<file path="src/rtl/cfg_addr_xlate.sv">
module cfg_addr_xlate #(
  parameter int NDEV = 32,
  parameter int AW   = 13
) (
  input  logic              clk,
  input  logic              rst_n,
  input  logic              host_rd,
  input  logic              host_wr,
  input  logic [AW-1:0]     host_addr,
  input  logic [31:0]       host_wdata,
  input  logic [3:0]        host_be,
  output logic [31:0]       host_rdata,
  output logic              cfg_req,
  output logic              cfg_we,
  output logic [31:0]       cfg_addr,
  output logic [31:0]       cfg_wdata,
  output logic [3:0]        cfg_be,
  input  logic [31:0]       cfg_rdata,
  input  logic [NDEV*4-1:0] dev_int,
  output logic [3:0]        irq_out
);
  localparam int SEL = AW - 1;

  logic [31:0] idx_q;
  logic [4:0]  slot;
  logic        slot_ok;
  logic        in_data, fmt_en, fmt_t1, hit;
  logic [31:0] xaddr;

  assign in_data = host_addr[SEL];
  assign fmt_en  = idx_q[31];
  assign fmt_t1  = !idx_q[31] && idx_q[0];

  always_ff @(posedge clk) begin
    if (!rst_n) idx_q <= '0;
    else if (host_wr && !in_data)
      for (int b = 0; b < 4; b++)
        if (host_be[b]) idx_q[8*b +: 8] <= host_wdata[8*b +: 8];
  end

  always_comb begin
    slot    = '0;
    slot_ok = 1'b0;
    for (int i = 31; i >= 11; i--)
      if (idx_q[i]) begin
        slot    = 5'(i - 11);
        slot_ok = 1'b1;
      end
  end

  always_comb begin
    if (fmt_en)      xaddr = idx_q | {30'b0, host_addr[1:0]};
    else if (fmt_t1) xaddr = {idx_q[31:3], host_addr[2:0]};
    else             xaddr = {16'b0, slot, idx_q[10:8], idx_q[7:3], host_addr[2:0]};
  end

  assign hit       = in_data && (host_rd || host_wr) && (fmt_en || fmt_t1 || slot_ok);
  assign cfg_req   = hit;
  assign cfg_we    = host_wr;
  assign cfg_addr  = xaddr;
  assign cfg_wdata = host_wdata;
  assign cfg_be    = host_be;

  always_comb begin
    if (!in_data)  host_rdata = idx_q;
    else if (hit)  host_rdata = cfg_rdata;
    else           host_rdata = '1;
  end

  logic [3:0] line_or [NDEV];
  for (genvar d = 0; d < NDEV; d++) begin : g_dev
    for (genvar l = 0; l < 4; l++) begin : g_line
      localparam int PIN = (l - (d % 4) + 4) % 4;
      assign line_or[d][l] = dev_int[4*d + PIN];
    end
  end

  always_comb begin
    irq_out = '0;
    for (int d = 0; d < NDEV; d++) irq_out |= line_or[d];
  end
endmodule


</file>
<file path="config.mk">
export PLATFORM = sky130hd
export DESIGN_NAME = cfg_addr_xlate
export DESIGN_NICKNAME = d
export VERILOG_FILES = /design/src/rtl/cfg_addr_xlate.sv
export SDC_FILE = /design/constraint.sdc
export NUM_CORES = 1
export LEC_CHECK = 0
export CAP_MARGIN = 20
export CORE_AREA = 3 3 122 124
export CTS_CLUSTER_SIZE = 24
export DETAILED_ROUTE_END_ITERATION = 8
export DIE_AREA = 0 0 125 127
export SLEW_MARGIN = 10
export SYNTH_ARGS = -nofsm -noshare
export SYNTH_HDL_FRONTEND = slang
export SYNTH_SLANG_ARGS = --single-unit
</file>
<file path="constraint.sdc">
create_clock -name clk -period 1.7 [get_ports clk]
set_input_delay 0.17 -clock clk [delete_from_list [all_inputs] [get_ports clk]]
set_output_delay 0.17 -clock clk [all_outputs]
set_load 0.03 [all_outputs]
</file>
; ---- Word level (Yosys, flattened, before mapping)
; Index checks and enable logic that the tools add are counted.
[totals]
output_inout_bits = 106
ff_bits = 32
[op_classes]
bitwise_logic = 32
reduce_logical = 13
muxes = 45
[ops]
columns = cell, count
row1 = OR 4 bit, 31
row2 = two-way mux 5 bit, 20
row3 = two-way mux 32 bit, 3
row4 = OR 32 x 2 -> 32 bit, 1
row5 = two-way mux 31 bit, 1
row6 = two-way mux 1 bit, 21
row7 = AND reduction 2 bit, 4
row8 = logical AND 1 bit, 4
row9 = logical OR 1 bit, 3
row10 = zero test 1 bit, 2

; ---- Logic depth before layout (Yosys ltp)
; Gate-level depths: netlist (run 1).
[depth]
word_depth = 31
depth_mapped = 6
depth_no_buf = 4

; ---- Least setup slack after synthesis (run 1)
; Ideal clock, no wire load.
[synth_timing]
kind = register to output
start = register idx_q[16]
end = output port host_rdata[22]
stages_incl_launch_ff = 6
slack_ns = -0.122
arrival_time_ns = 1.652
cell_sequence = dfxtp_1 > nor4_2 > nand4_2 > o31ai_4 > buf_6 > o22a_1
[synth_via]
elab_chain_len = 10
[synth_lines]
columns = item, line
row1 = from (decl), 24  ; logic [31:0] idx_q;
row2 = "from (signal, indexed assignment)", 38  ; if (host_be[b]) idx_q[8*b +: 8] <= host_wdata[8*b +: 8];
row3 = two-way mux 1 bit (6 in a row), 45  ; if (idx_q[i]) begin
row4 = logical OR 1 bit, 57  ; assign hit = in_data && (host_rd || host_wr) && (fmt_en || fmt_t1 || slot_ok);
row5 = logical AND 1 bit, 57
row6 = two-way mux 32 bit, 66  ; else if (hit) host_rdata = cfg_rdata;
row7 = two-way mux 32 bit, 65  ; if (!in_data) host_rdata = idx_q;
row8 = to (decl), 12  ; output logic [31:0] host_rdata,
; No other way between the ends.

; ---- Final worst setup path (run 1)
[layout_timing]
start = register idx_q[16]
end = output port host_rdata[28]
; The elaborated chain is that of the path after synthesis.

==> flow_summary.yaml, run 1 <==
timing:
  period_share_pct: 125.6
  finalClockSkew_ns: 0
  finalWorstSetupSlack_ns: -0.4352
  report.final.setup_viol: 38
  slew_viol_final: 0
  hold_viol: 0
  rsz0062_at_grt: "yes"
  tightest_slew_ns: 0.4457
  relSlewSlack_pct: 70.29
  finalCriticalPeriod_ns: 2.135
  fmax_mhz: 468.3
pwr:
  p_switching_mw: 1.133
  clkPwrFrac_pct: 25.9
  internal_power_mw: 2.411
  ir_drop_uv: 395.9
  switching_share_pct: 31.97
  p_leak_nw: 2.423
  pwr-share-seq_pct: 22.5
  powerDensity_nw_per_um2: 553.4
  total_power_mw: 3.545
  comb_power_share_pct: 51.6
cts:
  cts_root_buffer: "clkbuf_16"
  cts.sinks: 32
  numCtsBuffers: 5
  cts_tree: "done"
  hold_buffers: 0
  clkTransAtPathRegs_ns: 0.05
  cts_buffer_depth: 2
  clk_latency_ns: 0.27
  htree_levels: 2
critical_path:
  reg2reg_to: "idx_q[17]"
  rrSetupSlack_ns: 0.84
  crit_required_ns: 1.53
  start_kind: "flop"
  crit_path_end_kind: "output pin"
  worstReg2RegStart: "idx_q[17]"
  critPathKind: "reg -> out"
  crit_fanout: 10
  critPathArrivalTime_ns: 1.97
  worst-r2r-cell-count: 4
route:
  drt_wl_total_um: 15320
  vias: 3779
  route.detailed.drc: 0
  drtAntennaViolNets: 0
  wl_per_cell_um: 18.62
  viasPerCell: 4.592
  first_pass_iters: 4
  drt_iter0_drc: 105
synthesis:
  avgSynthCellArea_um2: 7.591
  synthXorXnorAreaFrac_pct: 0
  yosys_warnings: 0
  ys.flop_type: "dfxtp_1"
  synthTopCellsByCount: "buf_4 (46), nand2_1 (38), nor4_1 (35)"
  yosys-top-cells-area: "dfxtp_1 (25%), buf_4 (13%), o22a_1 (11%)"
  synth-adder-area-share_pct: 0
  netlist_instances: 344
  synthArstFlopShare_pct: 0
  synth_top_area_share_pct: 24.53
  muxShareOfSynthArea_pct: 0.4312
  synth_top_family_by_area: "simple AND/OR/NAND/NOR gates"
  synthSimpleGateAreaFrac_pct: 31.77
  synth_area_um2: 2611
  yosysSeqAreaShare_pct: 24.53
  synthDistinctLibCells: 35
  synth_most_common_cell: "buf_4"
  synth-seq-cells: 32
  synth.net_count: 557
  synth-compound-area-share_pct: 25.73
  yosysTopAreaCell: "dfxtp_1"
  synth_edf_count: 0
layout:
  drive_above_1_share_pct: 28.77
  final_area_um2: 6405
  stdcell_count: 823
  top_register: "idx_q"
  fillers: 1347
  area_delta_synth_final_pct: 145.3
  largest_reg_flops: 32
  antenna_cells: 0
  finalNetCount: 856
  post-route-util_pct: 46.14
  reg.largest.list: "idx_q: 32 flops"
placement:
  placed_cell_area_um2: 5869
  place.gp.congestion: 0.9114
  portBuffers: 309
  place_ws_ns: -0.5286
  dp_hpwl_um: 12540
  dp.cells: 812
job:
  drv_cap: 0
min_path:
  hold_path_class: "in -> reg"
  holdPathEnd: "idx_q[30]"
  min_path_cells: 5
  holdCritStartpoint: "host_addr[12]"
floorplan:
  start_util_pct: 18.81
  die_w_um: 125
  die_area_um2: 15880
  num_rows: 43
  core_um2: 13880
  die_h_um: 127
  io_pins: 319
grt:
  antenna_found_initial: 0
  grt_pass1_vias: 3912
  grt.overflow.total: 0
  grt_use_total_pct: 17.58
  grt_max_degree: 33
  grt_first_pass_wirelength_um: 22360
outcome:
  status: "finished with violations"
  violations: "negative setup slack"
## what timing repair did
action / in CTS / in global routing
gates resized for setup: 77 / 27
setup buffers: 3 / 3
pin swaps: 10 / 12
setup endpoints to repair: 55 / 52
## placed cells by master (no fill, tap or decap), types with 10 or more instances in the layout
| master | netlist | final |
|---|---|---|
| dfxtp_1 | 32 | 26 |
| nand2_1 | 38 | 38 |
| clkdlybuf4s50_1 | 0 | 242 |
| nand3_1 | 33 | 33 |
| nor4_2 | 1 | 11 |
| nor2_1 | 12 | 10 |
| nor4_1 | 35 | 20 |
| buf_4 | 46 | 58 |
| and2_1 | 13 | 13 |
| buf_6 | 3 | 43 |
| a21boi_1 | 32 | 32 |
| o22a_2 | 0 | 21 |
## layout make-up
cell class,count,area (um^2),area share (%)
Inverter,4,15.01,0.2344
Sequential cell,32,650.6,10.16
Multi-Input combinational cell,242,1804,28.17
Timing Repair Buffer,358,3557,55.54
Clock buffer,7,152.6,2.383
Tap cell,180,225.2,3.516
## stage by stage
stage,setup TNS (ns),hold slack [ns]
global route,-18.73,0.4187
global placement,-9.229,0.4651
floorplan,-0.1564,0.3089
CTS,-14.45,0.4003
detailed placement,-9.867,0.4682
finish,-14.60,0.3956
## power groups by stage
| stage | combinational [mW] | sequential, mW | clock [mW] |
|---|---|---|---|
| floorplan | 0.757 | 0.818 | 0 |
| global placement | 1.67 | 0.809 | 0 |
| detailed placement | 1.68 | 0.809 | 0 |
| CTS | 1.81 | 0.797 | 0.931 |
| global route | 1.92 | 0.800 | 0.963 |
| finish | 1.83 | 0.798 | 0.919 |
## worst max-delay path: stages, from the launching register on
cell and delay [ns]:
dfxtp_2 0.33, nor4_4 0.31, nand4_2 0.18, o31ai_4 0.31, buf_4 0.17, buf_8 0.12, o22a_2 0.14, buf_6 0.13
## how the worst max path moves through the flow
stage,endpoint,startpoint,slack (ns),cells past startpoint
global placement,irq_out[3],dev_int[6],-0.49,5
floorplan,host_rdata[14],idx_q[24],-0.008,5
finish,host_rdata[28],idx_q[16],-0.44,7
global route,host_rdata[15],idx_q[16],-0.55,7
detailed placement,irq_out[3],dev_int[105],-0.53,6
CTS,host_rdata[24],idx_q[15],-0.43,7
## logic make-up after synthesis
family,Yosys count
simple gates,157
compound gates,84
mux,1
buf+inv,70
flops,32
## metal layers
metal	up-vias	track usage (%)	part of all wire [%]
li1	1834	-	-
met1	1757	21.43	41
met2	175	32.68	52
met3	13	3.303	6.0
met4	0	2.934	1.1
met5	-	0	0
Power figures use the tool's default switching activity.
==> run 2, diff against run 1 <==
--- a/config.mk
+++ b/config.mk
@@ -5,11 +5,13 @@
 export SDC_FILE = /design/constraint.sdc
 export NUM_CORES = 1
 export LEC_CHECK = 0
+export ABC_AREA = 1
 export CAP_MARGIN = 20
-export CORE_AREA = 3 3 122 124
+export CORE_AREA = 3 3 121 123
 export CTS_CLUSTER_SIZE = 24
 export DETAILED_ROUTE_END_ITERATION = 8
-export DIE_AREA = 0 0 125 127
+export DIE_AREA = 0 0 124 126
+export SKIP_LAST_GASP = 1
 export SLEW_MARGIN = 10
 export SYNTH_ARGS = -nofsm -noshare
 export SYNTH_HDL_FRONTEND = slang
==> run 2 against run 1 <==
The run still ends with negative setup slack left; hold slack better by 0.080 ns; cell area increased by 4.1%; non-clock buffer count is 15 higher; synthesized cell count is 10% higher; global-route usage is 1.0 points lower; clock power shrank 2.5%; combinational power is 14% higher; sequential share of layout area shrank 0.44 points; via count rose by 2.7%; die area fell by 1.6%; final cell count is 6.9% higher; fmax up 3.4%; critical path type unchanged; critical endpoint is now cfg_addr[11].
==> flow_summary.yaml, run 2 <==
outcome:
  status: "finished with violations"
  violations: "negative setup slack"
timing:
  period_share_pct: 121.4
  hold_slack_ns: 0.4752
  hold_viol: 0
  tns_ns: -10.48
  finalWorstSetupSlack_ns: -0.3644
  fmax_mhz: 484.4
  slew_viol_final: 0
  report.final.setup_viol: 38
  finalClockSkew_ns: 0
  rsz0062_at_grt: "yes"
  relSlewSlack_pct: 69.45
  finalCriticalPeriod_ns: 2.064
  tightest_slew_ns: 0.4582
grt:
  grt_first_pass_wirelength_um: 20140
  grt_use_total_pct: 16.54
  grt_pass1_vias: 4022
  grt.overflow.total: 0
  grt_max_degree: 33
  antenna_found_initial: 1
layout:
  post-route-util_pct: 48.41
  final_cell_mix: "clkdlybuf4s50_1 (243), buf_4 (59), inv_1 (47), buf_6 (42), o21ai_0 (33)"
  final_area_um2: 6668
  largest_reg_flops: 32
  drive_above_1_share_pct: 29.47
  area_delta_synth_final_pct: 170.2
  top_register: "idx_q"
  finalNetCount: 911
  reg.largest.list: "idx_q: 32 flops"
  final_common_cell: "clkdlybuf4s50_1"
  fillers: 1332
route:
  viasPerCell: 4.410
  drtAntennaViolNets: 0
  first_pass_iters: 4
  wl_per_cell_um: 16.33
  route.detailed.drc: 0
  vias: 3881
  drt_iter0_drc: 109
  drt_wl_total_um: 14370
floorplan:
  die_area_um2: 15620
  start_util_pct: 17.91
  die_h_um: 126
  io_pins: 319
  die_w_um: 124
  num_rows: 43
  core_um2: 13770
placement:
  placed_cell_area_um2: 5752
  portBuffers: 309
  place_ws_ns: -0.5047
  place.gp.congestion: 0.8184
  dp_hpwl_um: 11130
cts:
  cts_buffer_depth: 2
  htree_levels: 2
  cts.sinks: 32
  numCtsBuffers: 5
  cts_tree: "done"
  cts_root_buffer: "clkbuf_16"
  clk_latency_ns: 0.27
  clkTransAtPathRegs_ns: 0.05
critical_path:
  start_kind: "flop"
  critPathKind: "reg -> out"
  worst-r2r-cell-count: 3
  crit_fanout: 2
  critPathArrivalTime_ns: 1.89
  crit_required_ns: 1.53
  rrSetupSlack_ns: 0.88
  worstReg2RegStart: "idx_q[31]"
  reg2reg_to: "idx_q[31]"
  crit_path_end_kind: "output pin"
synthesis:
  yosys_warnings: 0
  synth_top_area_share_pct: 25.96
  synth_most_common_cell: "inv_1"
  synth_area_um2: 2467
  yosysSeqAreaShare_pct: 25.96
  synth_edf_count: 0
  yosysTopAreaCell: "dfxtp_1"
  synthTopCellsByCount: "inv_1 (50), buf_4 (46), o21ai_0 (34), o22ai_1 (34)"
  ys.flop_type: "dfxtp_1"
  synth-seq-cells: 32
  avgSynthCellArea_um2: 6.493
  synthDistinctLibCells: 24
  yosys-top-cells-area: "dfxtp_1 (26%), buf_4 (14%), o22ai_1 (8.6%)"
  synthArstFlopShare_pct: 0
  synth.net_count: 593
  netlist_instances: 380
pwr:
  p_leak_nw: 2.773
  ir_drop_uv: 392.7
  powerDensity_nw_per_um2: 569.7
min_path:
  hold_path_class: "reg -> reg"
  holdCritStartpoint: "idx_q[8]"
  min_path_cells: 2
  holdPathEnd: "idx_q[8]"
job:
  drv_cap: 0
==> run 2: cells by family (layout without fill, tap and decap cells) <==
kind of cell | Yosys count | in the layout | synth area share [%]
other | 0 | 1 | 0
DFF | 32 | 32 | 25.96
and+or+nand+nor | 115 | 115 | 23.23
buffers and inverters | 129 | 448 | 27.59
AOI/OAI and AO/OA | 104 | 104 | 23.22
==> run 2: power by group <==
group          internal [mW]  switching (mW)  total, mW
clock                  0.584           0.312      0.896
sequential             0.793          0.0317      0.824
combinational           1.12           0.958       2.08
total                   2.50            1.30       3.80
==> run 2: how the worst max path moves through the flow <==
stage	start	end	slack, ns
2_1_floorplan	idx_q[31]	cfg_addr[14]	0.06
3_3_place_gp	dev_int[113]	irq_out[1]	-0.52
3_5_place_dp	dev_int[113]	irq_out[1]	-0.50
4_1_cts	idx_q[30]	cfg_addr[11]	-0.40
5_1_grt	idx_q[30]	cfg_addr[11]	-0.56
6_report	idx_q[30]	cfg_addr[11]	-0.36
==> run 2: repair_timing <==
action / 4_1_cts / 5_1_grt
hold buffers: 0 / 0
endpoints found under the setup margin: 53 / 42
setup buffers: 5 / 2
gates resized for setup: 137 / 48
gates cloned: 3 / 0
pin swaps: 12 / 16
==> run 2: area by class of cell <==
| type | count | area [um^2] | area share (%) |
|---|---|---|---|
| sequential | 32 | 648.1 | 9.720 |
| clock buffer | 8 | 146.4 | 2.196 |
| antenna | 1 | 2.502 | 0.03753 |
| timing repair buffer | 373 | 3775 | 56.61 |
| inverter | 67 | 254.0 | 3.809 |
| multi-input combinational | 219 | 1617 | 24.24 |
| tap | 180 | 225.2 | 3.378 |
==> run 2: per-layer routing <==
metal,share of wire [%],vias up,track usage (%)
li1,-,1892,-
met1,34,1758,16.36
met2,54,209,32.77
met3,11,22,4.805
met4,1.8,0,4.188
met5,0,-,0
==> run 2: stage by stage <==
step                total power [mW]  instances
finish                         3.799        880
global route                   3.984        880
CTS                            3.766        878
detailed placement             2.582        863
global placement               2.574        863
floorplan                      1.601        380
==> run 2: worst max-delay path, cell delays in order, from the launching register on <==
cell and delay, ns:
dfxtp_2 0.32, buf_6 0.11, nand2_2 0.04, nand2_1 0.04, nand2_1 0.05, nand2_1 0.04
nand2_1 0.05, nand2_1 0.04, nand2_1 0.07, nand2_1 0.05, nand2_1 0.06, nand2_1 0.05
nand2_1 0.06, nand2_1 0.05, nand2_1 0.05, nand2_1 0.06, nand2_1 0.06, nand2_1 0.04
nand2_1 0.07, nand2_1 0.05, nand2_1 0.05, nand2_1 0.06, buf_6 0.14
==> run 3, diff against run 2 <==
--- a/config.mk
+++ b/config.mk
@@ -7,12 +7,13 @@
 export LEC_CHECK = 0
 export ABC_AREA = 1
 export CAP_MARGIN = 20
-export CORE_AREA = 3 3 121 123
+export CORE_AREA = 2 2 124 126
 export CTS_CLUSTER_SIZE = 24
 export DETAILED_ROUTE_END_ITERATION = 8
-export DIE_AREA = 0 0 124 126
+export DIE_AREA = 0 0 126 128
 export SKIP_LAST_GASP = 1
 export SLEW_MARGIN = 10
 export SYNTH_ARGS = -nofsm -noshare
 export SYNTH_HDL_FRONTEND = slang
 export SYNTH_SLANG_ARGS = --single-unit
+export TNS_END_PERCENT = 100
==> run 3 against run 2 <==
The run still ends with negative setup slack left; final cell count unchanged; cell area rose by 0.11%; clock-buffer cell count down 2; fmax shrank 1.5%; total power is 1.7% higher; critical path depth fell by 10; highest routed layer unchanged.
==> flow_summary.yaml, run 3 (same netlist as run 2, synthesis figures left out) <==
outcome:
  status: "finished with violations"
  violations: "negative setup slack"
cts:
  htree_levels: 2
  numCtsBuffers: 5
  clk_latency_ns: 0.28
  cts_buffer_depth: 2
  hold_buffers: 0
  clkTransAtPathRegs_ns: 0.06
  cts_root_buffer: "clkbuf_16"
  cts.sinks: 32
  cts_tree: "done"
timing:
  finalCriticalPeriod_ns: 2.095
  tightest_slew_ns: 0.7390
  period_share_pct: 123.2
  rsz0062_at_grt: "yes"
  finalClockSkew_ns: 0
  finalWorstSetupSlack_ns: -0.3950
  hold_slack_ns: 0.4733
  tns_ns: -11.44
  fmax_mhz: 477.3
  report.final.setup_viol: 38
  hold_viol: 0
  slew_viol_final: 0
  relSlewSlack_pct: 50.73
grt:
  grt_first_pass_wirelength_um: 20620
  grt_pass1_vias: 4039
  grt_max_degree: 33
  antenna_found_initial: 2
  grt_use_total_pct: 16.35
  grt.overflow.total: 0
placement:
  portBuffers: 309
  place.gp.congestion: 0.8126
  dp_hpwl_um: 11260
  dp.cells: 857
  placed_cell_area_um2: 5677
  place_ws_ns: -0.4428
layout:
  finalNetCount: 902
  top_register: "idx_q"
  final_area_um2: 6675
  stdcell_count: 880
  post-route-util_pct: 44.91
  reg.largest.list: "idx_q: 32 flops"
  final_common_cell: "clkdlybuf4s50_1"
  drive_above_1_share_pct: 29.28
  area_delta_synth_final_pct: 170.5
  final_cell_mix: "clkdlybuf4s50_1 (241), buf_6 (44), inv_1 (42), buf_4 (42), o21ai_0 (33)"
  largest_reg_flops: 32
floorplan:
  die_h_um: 128
  num_rows: 45
  core_um2: 14860
  die_area_um2: 16130
  start_util_pct: 16.60
  die_w_um: 126
  io_pins: 319
pwr:
  internal_power_mw: 2.506
  ir_drop_uv: 358.6
  comb_power_share_pct: 54.9
  p_switching_mw: 1.359
  switching_share_pct: 35.16
  total_power_mw: 3.864
  p_leak_nw: 2.727
  pwr-share-seq_pct: 21.5
  powerDensity_nw_per_um2: 578.9
  clkPwrFrac_pct: 23.7
route:
  vias: 3839
  wl_per_cell_um: 16.72
  route.detailed.drc: 0
  drtAntennaViolNets: 0
  viasPerCell: 4.363
  drt_wl_total_um: 14720
  drt_iter0_drc: 71
  first_pass_iters: 4
critical_path:
  start_kind: "flop"
  crit_required_ns: 1.53
  critPathKind: "reg -> out"
  crit_fanout: 6
  crit_path_end_kind: "output pin"
  critPathArrivalTime_ns: 1.92
min_path:
  hold_path_class: "reg -> reg"
job:
  drv_cap: 0
## run 3: cell count changes in the layout (fill, tap and decap cells not counted), moves of 5 or more
cell | previous run | this run
buf_4 | 59 | 42
dlygate4sd2_1 | 13 | 22
inv_1 | 47 | 42
inv_2 | 19 | 24
o22ai_1 | 3 | 9
o22ai_2 | 17 | 8
## run 3: timing repair
item | CTS | global route
setup buffers | 5 | 8
endpoints found under the setup margin | 59 | 57
gates resized for setup | 102 | 92
gates cloned | 3 | 1
pin swaps | 10 | 19
## run 3: path summary, 6_finish.rpt
| kind | end | slack [ns] | depth (start not counted) | startpoint |
|---|---|---|---|---|
| worst min register to register | idx_q[3] | 0.47 | 2 | idx_q[3] |
| worst max-delay path | host_rdata[25] | -0.39 | 12 | idx_q[31] |
| worst max register to register | idx_q[12] | 0.86 | 3 | idx_q[12] |
| worst min-delay path | idx_q[3] | 0.47 | 2 | idx_q[3] |
## run 3: cell type report
class | instances | area, um^2
diodes | 2 | 5.005
clock buffers | 6 | 138.9
clock inverters | 2 | 10.01
fillers | 1475 | 8189
inverters | 67 | 254.0
multi-input cells | 219 | 1668
flip-flops and latches | 32 | 648.1
well taps | 188 | 235.2
repair buffers | 364 | 3716
## run 3: power groups by stage
| stage | Combinational (mW) | Sequential (mW) | Clock [mW] |
|---|---|---|---|
| global placement | 1.73 | 0.833 | 0 |
| detailed placement | 1.74 | 0.834 | 0 |
| finish | 2.12 | 0.830 | 0.914 |
| CTS | 1.91 | 0.821 | 0.941 |
| global route | 2.24 | 0.837 | 0.963 |
| floorplan | 0.772 | 0.829 | 0 |
## run 3: critical path, stage by stage (launching register included)
cell	delay [ns]
dfxtp_2	0.33
nor2_4	0.14
inv_2	0.06
nor2_4	0.11
nand3_4	0.09
nor2_4	0.12
nand3_4	0.09
nand2_4	0.10
buf_6	0.14
buf_12	0.14
o22ai_1	0.09
inv_2	0.09
buf_6	0.12
## run 3: routing by layer
layer	vias up	track usage [%]	share of wire, %
met1	1743	16.60	35
met3	17	4.007	7.1
met4	0	4.202	2.0
met2	198	33.02	56
met5	-	0	0
li1	1881	-	-
